## src/rtl/ssi_rx_pkg.sv

```systemverilog
package ssi_rx_pkg;
    typedef enum logic [1:0] {
        PH_GAP  = 2'd0,
        PH_LOW  = 2'd1,
        PH_HIGH = 2'd2
    } phase_e;
endpackage

```

## src/rtl/ssi_clk_seq.sv

```systemverilog
module ssi_clk_seq
    import ssi_rx_pkg::*;
#(
    parameter int HALF_CYC = 8,
    parameter int GAP_CYC  = 660,
    parameter int NBITS    = 17
) (
    input  logic clk,
    input  logic rst_n,
    output logic sclk_o,
    output logic shift_o,
    output logic last_o
);
    localparam int CNT_MAX = (GAP_CYC > HALF_CYC) ? GAP_CYC : HALF_CYC;
    localparam int CW      = $clog2(CNT_MAX + 1);
    localparam int BW      = $clog2(NBITS + 1);

    typedef struct packed {
        phase_e          ph;
        logic [CW-1:0]   cnt;
        logic [BW-1:0]   bitn;
        logic            sclk;
    } seq_t;

    seq_t s_d, s_q;

    always_comb begin
        s_d     = s_q;
        shift_o = 1'b0;
        last_o  = 1'b0;
        case (s_q.ph)
            PH_GAP: begin
                if (s_q.cnt == CW'(GAP_CYC - 1)) begin
                    s_d.ph   = PH_LOW;
                    s_d.cnt  = '0;
                    s_d.bitn = '0;
                    s_d.sclk = 1'b0;
                end else begin
                    s_d.cnt = s_q.cnt + 1'b1;
                end
            end
            PH_LOW: begin
                if (s_q.cnt == CW'(HALF_CYC - 1)) begin
                    shift_o  = 1'b1;
                    s_d.sclk = 1'b1;
                    s_d.cnt  = '0;
                    if (s_q.bitn == BW'(NBITS - 1)) begin
                        last_o = 1'b1;
                        s_d.ph = PH_GAP;
                    end else begin
                        s_d.ph = PH_HIGH;
                    end
                end else begin
                    s_d.cnt = s_q.cnt + 1'b1;
                end
            end
            PH_HIGH: begin
                if (s_q.cnt == CW'(HALF_CYC - 1)) begin
                    s_d.ph   = PH_LOW;
                    s_d.cnt  = '0;
                    s_d.sclk = 1'b0;
                    s_d.bitn = s_q.bitn + 1'b1;
                end else begin
                    s_d.cnt = s_q.cnt + 1'b1;
                end
            end
            default: begin
                s_d.ph   = PH_GAP;
                s_d.cnt  = '0;
                s_d.sclk = 1'b1;
            end
        endcase
    end

    always_ff @(posedge clk) begin
        if (!rst_n) begin
            s_q.ph   <= PH_GAP;
            s_q.cnt  <= '0;
            s_q.bitn <= '0;
            s_q.sclk <= 1'b1;
        end else begin
            s_q <= s_d;
        end
    end

    assign sclk_o = s_q.sclk;

    // bit counter never runs past the frame length
    p_bit_range_r2: assert property (@(posedge clk) disable iff (!rst_n)
        s_q.bitn < BW'(NBITS));

    // during the idle gap the serial clock is held high
    p_gap_high_r3: assert property (@(posedge clk) disable iff (!rst_n)
        (s_q.ph == PH_GAP) |-> sclk_o);

    // a phase counter never exceeds its limit outside the gap
    p_half_bound_r2: assert property (@(posedge clk) disable iff (!rst_n)
        (s_q.ph != PH_GAP) |-> (s_q.cnt < CW'(HALF_CYC)));
endmodule

```

## src/rtl/ssi_shift_in.sv

```systemverilog
module ssi_shift_in #(
    parameter int NBITS = 17
) (
    input  logic             clk,
    input  logic             rst_n,
    input  logic             sdata_i,
    input  logic             shift_i,
    input  logic             last_i,
    output logic [NBITS-1:0] word_o,
    output logic             vld_o
);
    typedef struct packed {
        logic [NBITS-1:0] sh;
        logic             vld;
    } shf_t;

    shf_t f_d, f_q;

    always_comb begin
        f_d     = f_q;
        f_d.vld = shift_i & last_i;
        if (shift_i) begin
            f_d.sh = {f_q.sh[NBITS-2:0], sdata_i};
        end
    end

    always_ff @(posedge clk) begin
        if (!rst_n) begin
            f_q.sh  <= '0;
            f_q.vld <= 1'b0;
        end else begin
            f_q <= f_d;
        end
    end

    assign word_o = f_q.sh;
    assign vld_o  = f_q.vld;

    // a completed word is flagged only right after a shift
    p_vld_after_shift_r4: assert property (@(posedge clk) disable iff (!rst_n)
        (shift_i && last_i) |=> vld_o);
endmodule

```

## src/rtl/ssi_slice_track.sv

```systemverilog
module ssi_slice_track #(
    parameter int POS_W = 16,
    parameter int IDX_W = 8
) (
    input  logic             clk,
    input  logic             rst_n,
    input  logic             vld_i,
    input  logic [POS_W:0]   word_i,
    output logic [POS_W-1:0] pos_o,
    output logic [IDX_W-1:0] idx_o,
    output logic             err_o,
    output logic             sync_o
);
    typedef struct packed {
        logic [POS_W-1:0] pos;
        logic             have;
        logic             err;
        logic             sync;
    } trk_t;

    trk_t t_d, t_q;
    logic [IDX_W-1:0] new_idx;

    assign new_idx = word_i[POS_W -: IDX_W];

    always_comb begin
        t_d      = t_q;
        t_d.sync = 1'b0;
        if (vld_i) begin
            if (word_i[0]) begin
                t_d.err = 1'b1;
            end else begin
                t_d.pos  = word_i[POS_W:1];
                t_d.have = 1'b1;
                t_d.sync = !t_q.have || (new_idx != t_q.pos[POS_W-1 -: IDX_W]);
            end
        end
    end

    always_ff @(posedge clk) begin
        if (!rst_n) begin
            t_q.pos  <= '0;
            t_q.have <= 1'b0;
            t_q.err  <= 1'b0;
            t_q.sync <= 1'b0;
        end else begin
            t_q <= t_d;
        end
    end

    assign pos_o  = t_q.pos;
    assign idx_o  = t_q.pos[POS_W-1 -: IDX_W];
    assign err_o  = t_q.err;
    assign sync_o = t_q.sync;

    // the strobe never lasts two cycles
    p_sync_single_r6: assert property (@(posedge clk) disable iff (!rst_n)
        sync_o |=> !sync_o);

    // a strobe is always caused by a word arriving the cycle before
    p_sync_from_word_r6: assert property (@(posedge clk) disable iff (!rst_n)
        $rose(sync_o) |-> $past(vld_i));

    // a flagged read leaves the angle untouched
    p_hold_on_error_r8: assert property (@(posedge clk) disable iff (!rst_n)
        (vld_i && word_i[0]) |=> ($stable(pos_o) && !sync_o));

    // the error flag never clears outside reset
    p_err_sticky_r9: assert property (@(posedge clk) disable iff (!rst_n)
        err_o |=> err_o);
endmodule

```

## src/rtl/ssi_angle_rx.sv

```systemverilog
module ssi_angle_rx #(
    parameter int HALF_CYC = 8,
    parameter int GAP_CYC  = 660,
    parameter int POS_W    = 16,
    parameter int IDX_W    = 8
) (
    input  logic             clk,
    input  logic             rst_n,
    input  logic             ssi_data_i,
    output logic             ssi_clk_o,
    output logic [POS_W-1:0] angle_o,
    output logic [IDX_W-1:0] slice_idx_o,
    output logic             read_err_o,
    output logic             slice_sync_o
);
    localparam int NBITS = POS_W + 1;

    logic             shift;
    logic             last;
    logic [NBITS-1:0] word;
    logic             word_vld;

    ssi_clk_seq #(
        .HALF_CYC (HALF_CYC),
        .GAP_CYC  (GAP_CYC),
        .NBITS    (NBITS)
    ) seq_i (
        .clk     (clk),
        .rst_n   (rst_n),
        .sclk_o  (ssi_clk_o),
        .shift_o (shift),
        .last_o  (last)
    );

    ssi_shift_in #(
        .NBITS (NBITS)
    ) shf_i (
        .clk     (clk),
        .rst_n   (rst_n),
        .sdata_i (ssi_data_i),
        .shift_i (shift),
        .last_i  (last),
        .word_o  (word),
        .vld_o   (word_vld)
    );

    ssi_slice_track #(
        .POS_W (POS_W),
        .IDX_W (IDX_W)
    ) trk_i (
        .clk    (clk),
        .rst_n  (rst_n),
        .vld_i  (word_vld),
        .word_i (word),
        .pos_o  (angle_o),
        .idx_o  (slice_idx_o),
        .err_o  (read_err_o),
        .sync_o (slice_sync_o)
    );

    // every sample coincides with a rising edge of the serial clock
    p_shift_on_rise_r4: assert property (@(posedge clk) disable iff (!rst_n)
        shift |=> $rose(ssi_clk_o));

    // the angle only moves right after a completed word
    p_angle_moves_after_word_r5: assert property (@(posedge clk) disable iff (!rst_n)
        !word_vld |=> $stable(angle_o));
endmodule

```

## config.mk

```make
export PLATFORM = sky130hd
export DESIGN_NAME = ssi_angle_rx
export DESIGN_NICKNAME = d
export VERILOG_FILES = /design/src/rtl/ssi_rx_pkg.sv /design/src/rtl/ssi_clk_seq.sv /design/src/rtl/ssi_shift_in.sv /design/src/rtl/ssi_slice_track.sv /design/src/rtl/ssi_angle_rx.sv
export SDC_FILE = /design/constraint.sdc
export NUM_CORES = 1
export LEC_CHECK = 0
export BUFFER_PORTS_ARGS = -buffer_cell sky130_fd_sc_hd__buf_4
export CAP_MARGIN = 40
export CORE_MARGIN = 3
export CORE_UTILIZATION = 45
export DETAILED_ROUTE_END_ITERATION = 7
export GPL_TIMING_DRIVEN = 0
export PLACE_DENSITY = 0.68
export SLEW_MARGIN = 20
export SYNTH_ARGS = -nofsm -noshare
export SYNTH_HDL_FRONTEND = slang
export SYNTH_SLANG_ARGS = --single-unit
export TNS_END_PERCENT = 10
```

## constraint.sdc

```tcl
create_clock -name clk -period 4.98 [get_ports clk]
set_input_delay 0.996 -clock clk [delete_from_list [all_inputs] [get_ports clk]]
set_output_delay 0.996 -clock clk [all_outputs]
set_load 0.005 [all_outputs]
```

# [After elaboration in Yosys (flattened, before gate mapping)]
# Index checks and enable logic that the tools add are counted.
[totals] ff_bits=55 in_bits=3 output_inout_bits=27 elab_cells=51
[classes] addsub=2 n_eq_ne=9 mux=17 bitwise_logic=4 n_reduce_logical=9
[ops] cell="one-hot mux 12 bit (3 select lines)" n=1
[ops] cell="two-way mux 10 bit" n=2
[ops] cell="two-way mux 6 bit" n=2
[ops] cell="adder 10 x 1 -> 10 bit (second input constant)" n=1
[ops] cell="equality test 10 bit (second input constant)" n=1
[ops] cell="equality test 10 x 3 -> 1 bit (second input constant)" n=1
[ops] cell="one-hot mux 5 bit (2 select lines)" n=1
[ops] cell="two-way mux 2 bit" n=4
[ops] cell="!= test 8 bit" n=1
[ops] cell="two-way mux 1 bit" n=6
[ops] cell="!= test 2 x 1 -> 1 bit (second input constant)" n=3
[ops] cell="AND reduction 3 bit" n=2
[ops] cell="adder 5 x 1 -> 5 bit (second input constant)" n=1
[ops] cell="equality test 5 bit (second input constant)" n=1
[ops] cell="AND reduction 2 bit" n=2
[ops] cell="inverter 1 bit" n=3
[ops] cell="one-hot mux 1 bit (3 select lines)" n=1
[ops] cell="OR reduction 3 bit" n=1
[ops] cell="equality test 2 x 1 -> 1 bit (second input constant)" n=1
[ops] cell="equality test 2 bit (second input constant)" n=1
[ops] cell="zero test 2 bit" n=1
[ops] cell="nonzero test 2 bit" n=1
[ops] cell="AND 1 bit" n=1
[ops] cell="zero test 1 bit" n=1
[ops] cell="logical OR 1 bit" n=1

# [Depth between registers and ports, before layout]
# Gate-level depths: netlist of the first run.
[logic_depth] ltp_word=5 depth_mapped=7 depth_no_buf=5

# [By module]
# From an unflattened synthesis of the first run, not the netlist that was laid out.
[unflattened] cells_unflattened=289 area_unflattened_um2=2633.8
[modules_own_cells] module="ssi_slice_track" n_inst=1 cells_each=114 area_per_inst_um2=978.4 seq_area_each_um2=380.4
[modules_own_cells] module="ssi_clk_seq" n_inst=1 cells_each=119 area_per_inst_um2=975.9 seq_area_each_um2=360.3
[modules_own_cells] module="ssi_shift_in" n_inst=1 cells_each=56 area_per_inst_um2=679.4 seq_area_each_um2=360.3

# [Least setup slack after synthesis of the first run]
# No wires, ideal clock.
[synth_path] kind="input to register" from="input port rst_n" to="register seq_i.s_q[17] (netlist name)" setup_ps=87 arrival_ps=1911 t_required_ps=4893 path_slack_ps=2982 stages=5 path_buffers=3 path_cell_list="clkbuf_1 > clkbuf_1 > buf_1 > nand4b_1 > o31ai_1"
[synth_rtl] item="start: declaration" line="ssi_angle_rx.sv:8" rtl="input logic rst_n,"
[synth_rtl] item="end: declaration" line="ssi_clk_seq.sv:25" rtl="seq_t s_d, s_q;"

==> flow_summary.yaml, run 1 <==
grt:
  antenna_found_initial: 0
  global_route_wire_length_before_repair_um: 8400
  overflow: 0
  grt_start_max_net_pins: 19
  grt_use_total_pct: 15.8
  first_global_vias: 1908
placement:
  place.port_buffers: 28
  hpwlAfterDp_um: 3560
  gp_routability_congestion: 0.782
  dpl.cell_count: 406
critical_path:
  cp_slowest_stage_delay_ps: 470
  timing.setup.critical_path_class: "primary input to flip-flop"
  critical_path_peak_fanout: 10
  crit_path_start: "rst_n"
  critical-path-top-delay-family: "buffers and inverters"
  required_ps: 5220
  worst_setup_path_end_kind: "flip-flop"
  cp_cell_sequence: "clkbuf_1, clkbuf_1, buf_1, nand4b_1, o31ai_1"
  timing.critical_path.buf_inv: 3
  timing.critical_path.slowest_stage_cell: "sky130_fd_sc_hd__buf_1"
  critPathArrivalTime_ps: 2300
  worst_path_most_repeated_cell: "sky130_fd_sc_hd__clkbuf_1"
  crit_path_start_kind: "primary input"
  worst_r2r_startpoint: "seq_i.s_q[6]"
sta:
  fmaxAchievable_mhz: 486
  fin_setup_tns_ps: 0
  finalWorstPathRequiredPeriod_ps: 2060
  rsz_0062_raised_after_global_routing: "no"
  final_slew_viol_count: 0
  final_min_period_over_clock_period_pct: 41.4
  fin_hold_viols: 0
  timing.final.setup_violations: 0
  worstMarginPinSlew_ps: 518
  finClkSkew_ps: 11.4
  worst_slew_margin_rel_pct: 65.5
layout:
  final_layout_size_suffix_gt1_share_pct: 20.8
  multi_input_comb_area_mm2: 0.00122
  insertedDiodeCount: 0
  n_fill_cell: 542
  layout.core_utilization_pct: 53.9
  final-seq-area_mm2: 0.00110
  fin_cells: 414
  layout.nets: 347
  areaGrowthSynthToFinish_pct: 15.1
clock_tree:
  clkTransAtPathRegs_ps: 110
  cts_inserted_buffers: 5
  tritoncts: "yes"
  cts_buffer_depth: 2
  clock_latency_ps: 320
  clock_sinks: 55
  number_of_buffers_inserted_for_hold_repair_after_clock_tree_synthesis: 0
  clock_tree.root_cell: "sky130_fd_sc_hd__clkbuf_8"
  ctsResizeCount: 0
  cts_setup_buffers: 0
  h-tree-depth: 2
routing:
  drt-initial-drc-count: 65
  route.detailed.wl_per_inst_um: 11.9
  drt_first_pass_iters: 4
  total_number_of_vias: 2099
  drt_wl_total_um: 4910
  drc: 0
  vias_per_cell: 5.07
  antenna_left: 0
floorplanning:
  design.portCount: 30
  std_cell_rows: 27
  die-area_mm2: 0.00671
  coreArea_mm2: 0.00554
  die-height_um: 81.9
  initial_core_util_pct: 46.8
  die_w_um: 81.9
synth:
  synth_top_area_share_pct: 42.4
  syn-instance-count: 306
  yosysTopAreaCell: "sky130_fd_sc_hd__dfxtp_1"
  yosys_warnings: 0
  yosys_most_used_dff: "sky130_fd_sc_hd__dfxtp_1"
  synth_seq_cells: 55
  synthesis.area_per_instance_um2: 8.48
  synth_area_mm2: 0.00259
  netlist-cell-type-count: 45
  synth.top_cells.by_area: "sky130_fd_sc_hd__dfxtp_1 42%, sky130_fd_sc_hd__nand2_1 8.2%, sky130_fd_sc_hd__buf_4 7.2%"
  synth-edff-count: 0
  ys_async_sr_fraction_pct: 0
  postSynthNetCount: 312
  ys_seq_area_share_pct: 42.4
outcome:
  run_status: "completed"
power_and_ir_drop:
  comb_power_share_pct: 2.8
  internal_power_w: 0.000550
  power.switching_fraction_pct: 23.2
  power.ir.vdd_worst_uv: 210
  power.sequential.fraction_pct: 61.9
  power.clock.fraction_pct: 35.3
  p_leak_nw: 1.12
  switchingPower_w: 0.000166
  power_density_mw_per_mm2: 240
hold_path:
  hold_path.class: "flip-flop to flip-flop"
  worstHoldStart: "trk_i.t_q[2]"
flow_run:
  timing.max_cap.violations: 0
[placed cells by master (no fill, tap or decap), types with 4 or more instances in the layout]
cell type | Yosys | final
sky130_fd_sc_hd__a21boi_0 | 15 | 15
sky130_fd_sc_hd__a21oi_1 | 4 | 4
sky130_fd_sc_hd__buf_4 | 25 | 53
sky130_fd_sc_hd__clkbuf_1 | 12 | 12
sky130_fd_sc_hd__clkbuf_8 | 0 | 5
sky130_fd_sc_hd__dfxtp_1 | 55 | 55
sky130_fd_sc_hd__mux2i_1 | 5 | 5
sky130_fd_sc_hd__nand2_1 | 57 | 57
sky130_fd_sc_hd__nand3_1 | 29 | 29
sky130_fd_sc_hd__nand3b_1 | 4 | 4
sky130_fd_sc_hd__nand4_1 | 6 | 6
sky130_fd_sc_hd__nor3_1 | 10 | 10
sky130_fd_sc_hd__o21ai_1 | 17 | 17
sky130_fd_sc_hd__xnor2_1 | 8 | 8
sky130_fd_sc_hd__xor2_1 | 8 | 8
[kinds of logic after synthesis]
logic type | after synthesis | synth area share (%)
and+or+nand+nor | 131 | 26.1
muxes | 5 | 1.93
DFF | 55 | 42.4
xor gates and xnor gates | 16 | 5.40
adders and majority gates | 3 | 1.45
buffers and inverters | 46 | 10.4
AOI/OAI and AO/OA | 50 | 12.2
[cell usage after synthesis, types with 4 or more instances]
cell and n:
sky130_fd_sc_hd__nand2_1 57, sky130_fd_sc_hd__dfxtp_1 55, sky130_fd_sc_hd__nand3_1 29, sky130_fd_sc_hd__buf_4 25, sky130_fd_sc_hd__o21ai_1 17, sky130_fd_sc_hd__a21boi_0 15
sky130_fd_sc_hd__clkbuf_1 12, sky130_fd_sc_hd__nor3_1 10, sky130_fd_sc_hd__xnor2_1 8, sky130_fd_sc_hd__xor2_1 8, sky130_fd_sc_hd__nand4_1 6, sky130_fd_sc_hd__mux2i_1 5
sky130_fd_sc_hd__a21oi_1 4, sky130_fd_sc_hd__nand3b_1 4
[per-layer routing]
layer	vias to the layer above	track usage [%]	routed length, um
met5	-	0	0
met4	0	5.81	25
met3	2	3.29	151
met2	22	27.9	2470
met1	975	18.7	2260
li1	1100	-	-
[power by group through the flow]
stage,clock [W],combinational [W],sequential (W)
after detailed placement,0,0.0000200,0.000454
after CTS,0.000264,0.0000201,0.000444
after global routing,0.000278,0.0000221,0.000444
after global placement,0,0.0000199,0.000454
after floorplan,0,0.0000144,0.000453
final,0.000253,0.0000199,0.000444
[state kept, by name, summed over array words and instances (netlist names)]
register,cells
seq_i.s_q,17
seq_i.sclk_o,1
shf_i.vld_o,1
shf_i.word_o,17
trk_i.err_o,1
trk_i.pos_o,16
trk_i.sync_o,1
trk_i.t_q,1
[worst register-to-register path, stage by stage, from the launching register on]
cell and delay (ps):
sky130_fd_sc_hd__dfxtp_1 400, sky130_fd_sc_hd__ha_1 300, sky130_fd_sc_hd__and4bb_2 250, sky130_fd_sc_hd__buf_4 150, sky130_fd_sc_hd__nand3_1 140, sky130_fd_sc_hd__a211oi_1 340
sky130_fd_sc_hd__mux2i_1 210
[metrics by stage]
stage	instance area [um^2]	worst slack [ps]	total power, W	hold slack, ps
after floorplan	2590	2980	0.000468	414
after global placement	2900	2620	0.000474	424
after detailed placement	2900	2590	0.000474	434
after CTS	2990	2940	0.000728	451
after global routing	2990	2750	0.000744	478
final	2990	2920	0.000717	447
[path summary, 6_finish.rpt]
kind                                       to  slack, ps  depth (start not counted)
worst min-delay path             trk_i.sync_o        450                          1
worst min register to register   trk_i.sync_o        450                          1
worst max register to register   seq_i.s_q[3]       3130                          6
worst max-delay path            seq_i.s_q[17]       2920                          5
[layout make-up]
type / instances / area share (%)
Buffer: 42 / 8.55
Clock buffer: 5 / 2.30
Clock inverter: 3 / 0.754
Inverter: 4 / 0.503
Multi-Input combinational cell: 205 / 41.0
Sequential cell: 55 / 36.9
Tap cell: 72 / 3.02
Timing Repair Buffer: 28 / 7.04
No activity file was read; power rests on OpenSTA's default activity.
==> inputs of run 2 (changes only) <==
- PLACE_DENSITY: 0.68 -> 0.71
- clock period: 4.98 -> 1.8 ns (I/O delays scaled with it)
==> run 2 against run 1 <==
Flip-flop and latch count unchanged. Combinational power grew to 2.9 times the previous value. Register-to-register slack got worse by 3000 ps. Hold slack got worse by 150 ps. Critical path depth increased by 1. Highest routed layer unchanged. Wire length up 0.73%. Die area did not move. Non-clock buffer count increased by 2. Critical path type is now flip-flop to flip-flop. Sequential share of layout area decreased by 1.1 points. Total power grew to 2.9 times the previous value.
==> flow_summary.yaml, run 2 (synthesized netlist as in run 1, its figures left out) <==
grt:
  overflow: 0
  first_global_vias: 1884
  grt_start_max_net_pins: 18
  global_route_wire_length_before_repair_um: 8340
  grt_use_total_pct: 15.7
  antenna_found_initial: 0
sta:
  worst_slew_margin_rel_pct: 67.9
  finClkSkew_ps: 10.4
  final_min_period_over_clock_period_pct: 91.9
  fin_hold_viols: 0
  fmaxAchievable_mhz: 605
  worstMarginPinSlew_ps: 482
  timing.final.setup_violations: 0
  rsz_0062_raised_after_global_routing: "no"
  finalWorstPathRequiredPeriod_ps: 1650
  final_slew_viol_count: 0
power_and_ir_drop:
  power_density_mw_per_mm2: 683
  p_leak_nw: 1.14
  power.ir.vdd_worst_uv: 412
routing:
  total_number_of_vias: 2143
  drt_wl_total_um: 4940
  route.detailed.wl_per_inst_um: 11.9
  antenna_left: 0
  drt_first_pass_iters: 4
  drc: 0
  vias_per_cell: 5.15
  drt-initial-drc-count: 115
critical_path:
  timing.setup.critical_path_class: "flip-flop to flip-flop"
  cp_num_cells: 6
  cp_cell_sequence: "ha_4, and4bb_2, buf_4, nand3_2, a211oi_2, mux2i_1"
  timing.critical_path.slowest_stage_cell: "sky130_fd_sc_hd__dfxtp_2"
  critical-path-top-delay-family: "flip-flops"
  worst_setup_path_end_kind: "flip-flop"
  setup.reg_to_reg.worst_slack_ps: 150
  critPathArrivalTime_ps: 1890
  r2r_cells: 6
  crit_path_start_kind: "flip-flop"
  timing.critical_path.buf_inv: 1
  worst_r2r_startpoint: "seq_i.s_q[6]"
  r2r-end: "seq_i.s_q[3]"
  critical_path_peak_fanout: 7
  required_ps: 2030
  cp_slowest_stage_delay_ps: 390
floorplanning:
  coreArea_mm2: 0.00554
  die_w_um: 81.9
  die-area_mm2: 0.00671
  design.portCount: 30
  die-height_um: 81.9
  std_cell_rows: 27
  initial_core_util_pct: 46.8
clock_tree:
  clock_latency_ps: 310
  clkTransAtPathRegs_ps: 100
  cts_buffer_depth: 2
  clock_tree.root_cell: "sky130_fd_sc_hd__clkbuf_8"
  h-tree-depth: 2
  tritoncts: "yes"
  cts_inserted_buffers: 5
  clock_sinks: 55
layout:
  layout_common_cells: "57 x sky130_fd_sc_hd__buf_4, 57 x sky130_fd_sc_hd__nand2_1, 53 x sky130_fd_sc_hd__dfxtp_1"
  layout.core_utilization_pct: 55.6
  areaGrowthSynthToFinish_pct: 18.8
  n_fill_cell: 501
  postLayoutCellArea_mm2: 0.00308
  insertedDiodeCount: 0
  layout.nets: 349
  final_layout_size_suffix_gt1_share_pct: 23.3
hold_path:
  hold_path.class: "primary input to flip-flop"
  timing.hold.worst_path_depth: 3
  worstHoldStart: "ssi_data_i"
  hold-path-endpoint: "shf_i.word_o[0]"
placement:
  hpwlAfterDp_um: 3510
  post_dp_area_mm2: 0.00290
  gp_routability_congestion: 0.752
  place.port_buffers: 28
outcome:
  run_status: "completed"
flow_run:
  timing.max_cap.violations: 0
==> run 2: layout make-up <==
type | instances | area [um^2] | share of cell area (%)
Timing Repair Buffer | 30 | 225 | 7.31
Inverter | 4 | 15.0 | 0.487
Buffer | 42 | 260 | 8.44
Multi-Input combinational cell | 205 | 1280 | 41.4
Clock buffer | 6 | 72.6 | 2.35
Clock inverter | 2 | 38.8 | 1.26
Sequential cell | 55 | 1100 | 35.8
Tap cell | 72 | 90.1 | 2.92
==> run 2: timing repair <==
item | CTS | global route
hold buffers | 0 | 0
gates resized for setup | 3 | 11
pin swaps | 0 | 2
setup endpoints to repair | 25 | 33
buffers inserted | 0 | 2
==> run 2: per-layer routing <==
layer  track usage, %  part of all wire (%)  vias up
met5                0                     0        -
li1                 -                     -     1103
met3             3.40                   3.5        7
met4             5.98                   1.3        0
met2             27.6                    50       35
met1             18.6                    45      998
==> run 2: worst max-delay path by stage <==
stage / startpoint / end / slack, ps
final: seq_i.s_q[6] / seq_i.s_q[3] / 150
after global routing: seq_i.s_q[6] / seq_i.s_q[3] / 30
after CTS: seq_i.s_q[6] / seq_i.s_q[5] / -20
after detailed placement: seq_i.s_q[6] / seq_i.s_q[9] / -80
after global placement: seq_i.s_q[6] / seq_i.s_q[15] / -50
after floorplan: seq_i.s_q[6] / seq_i.s_q[3] / 180
==> run 2: worst register-to-register path, cell delays in order (launching register included) <==
cell and delay (ps):
sky130_fd_sc_hd__dfxtp_2 390, sky130_fd_sc_hd__ha_4 180, sky130_fd_sc_hd__and4bb_2 230, sky130_fd_sc_hd__buf_4 170, sky130_fd_sc_hd__nand3_2 140, sky130_fd_sc_hd__a211oi_2 260
sky130_fd_sc_hd__mux2i_1 210
==> run 2: through the flow <==
step | setup TNS [ps] | hold WS [ps] | power [W] | std cells | setup WS (ps)
after floorplan | 0 | 414 | 0.00129 | 306 | 175
after global placement | -541 | 424 | 0.00131 | 406 | -45.4
after detailed placement | -1120 | 428 | 0.00131 | 406 | -76.8
after CTS | -75.5 | 289 | 0.00213 | 414 | -24.7
after global routing | 0 | 321 | 0.00219 | 416 | 32.5
final | 0 | 295 | 0.00211 | 416 | 146
==> run 2: report_power, final <==
group | internal, W | leakage [nW] | switching [W]
Clock | 0.000421 | 0.0558 | 0.000398
Combinational | 0.0000211 | 0.641 | 0.0000362
Sequential | 0.00122 | 0.444 | 0.00000794
Total | 0.00166 | 1.14 | 0.000442
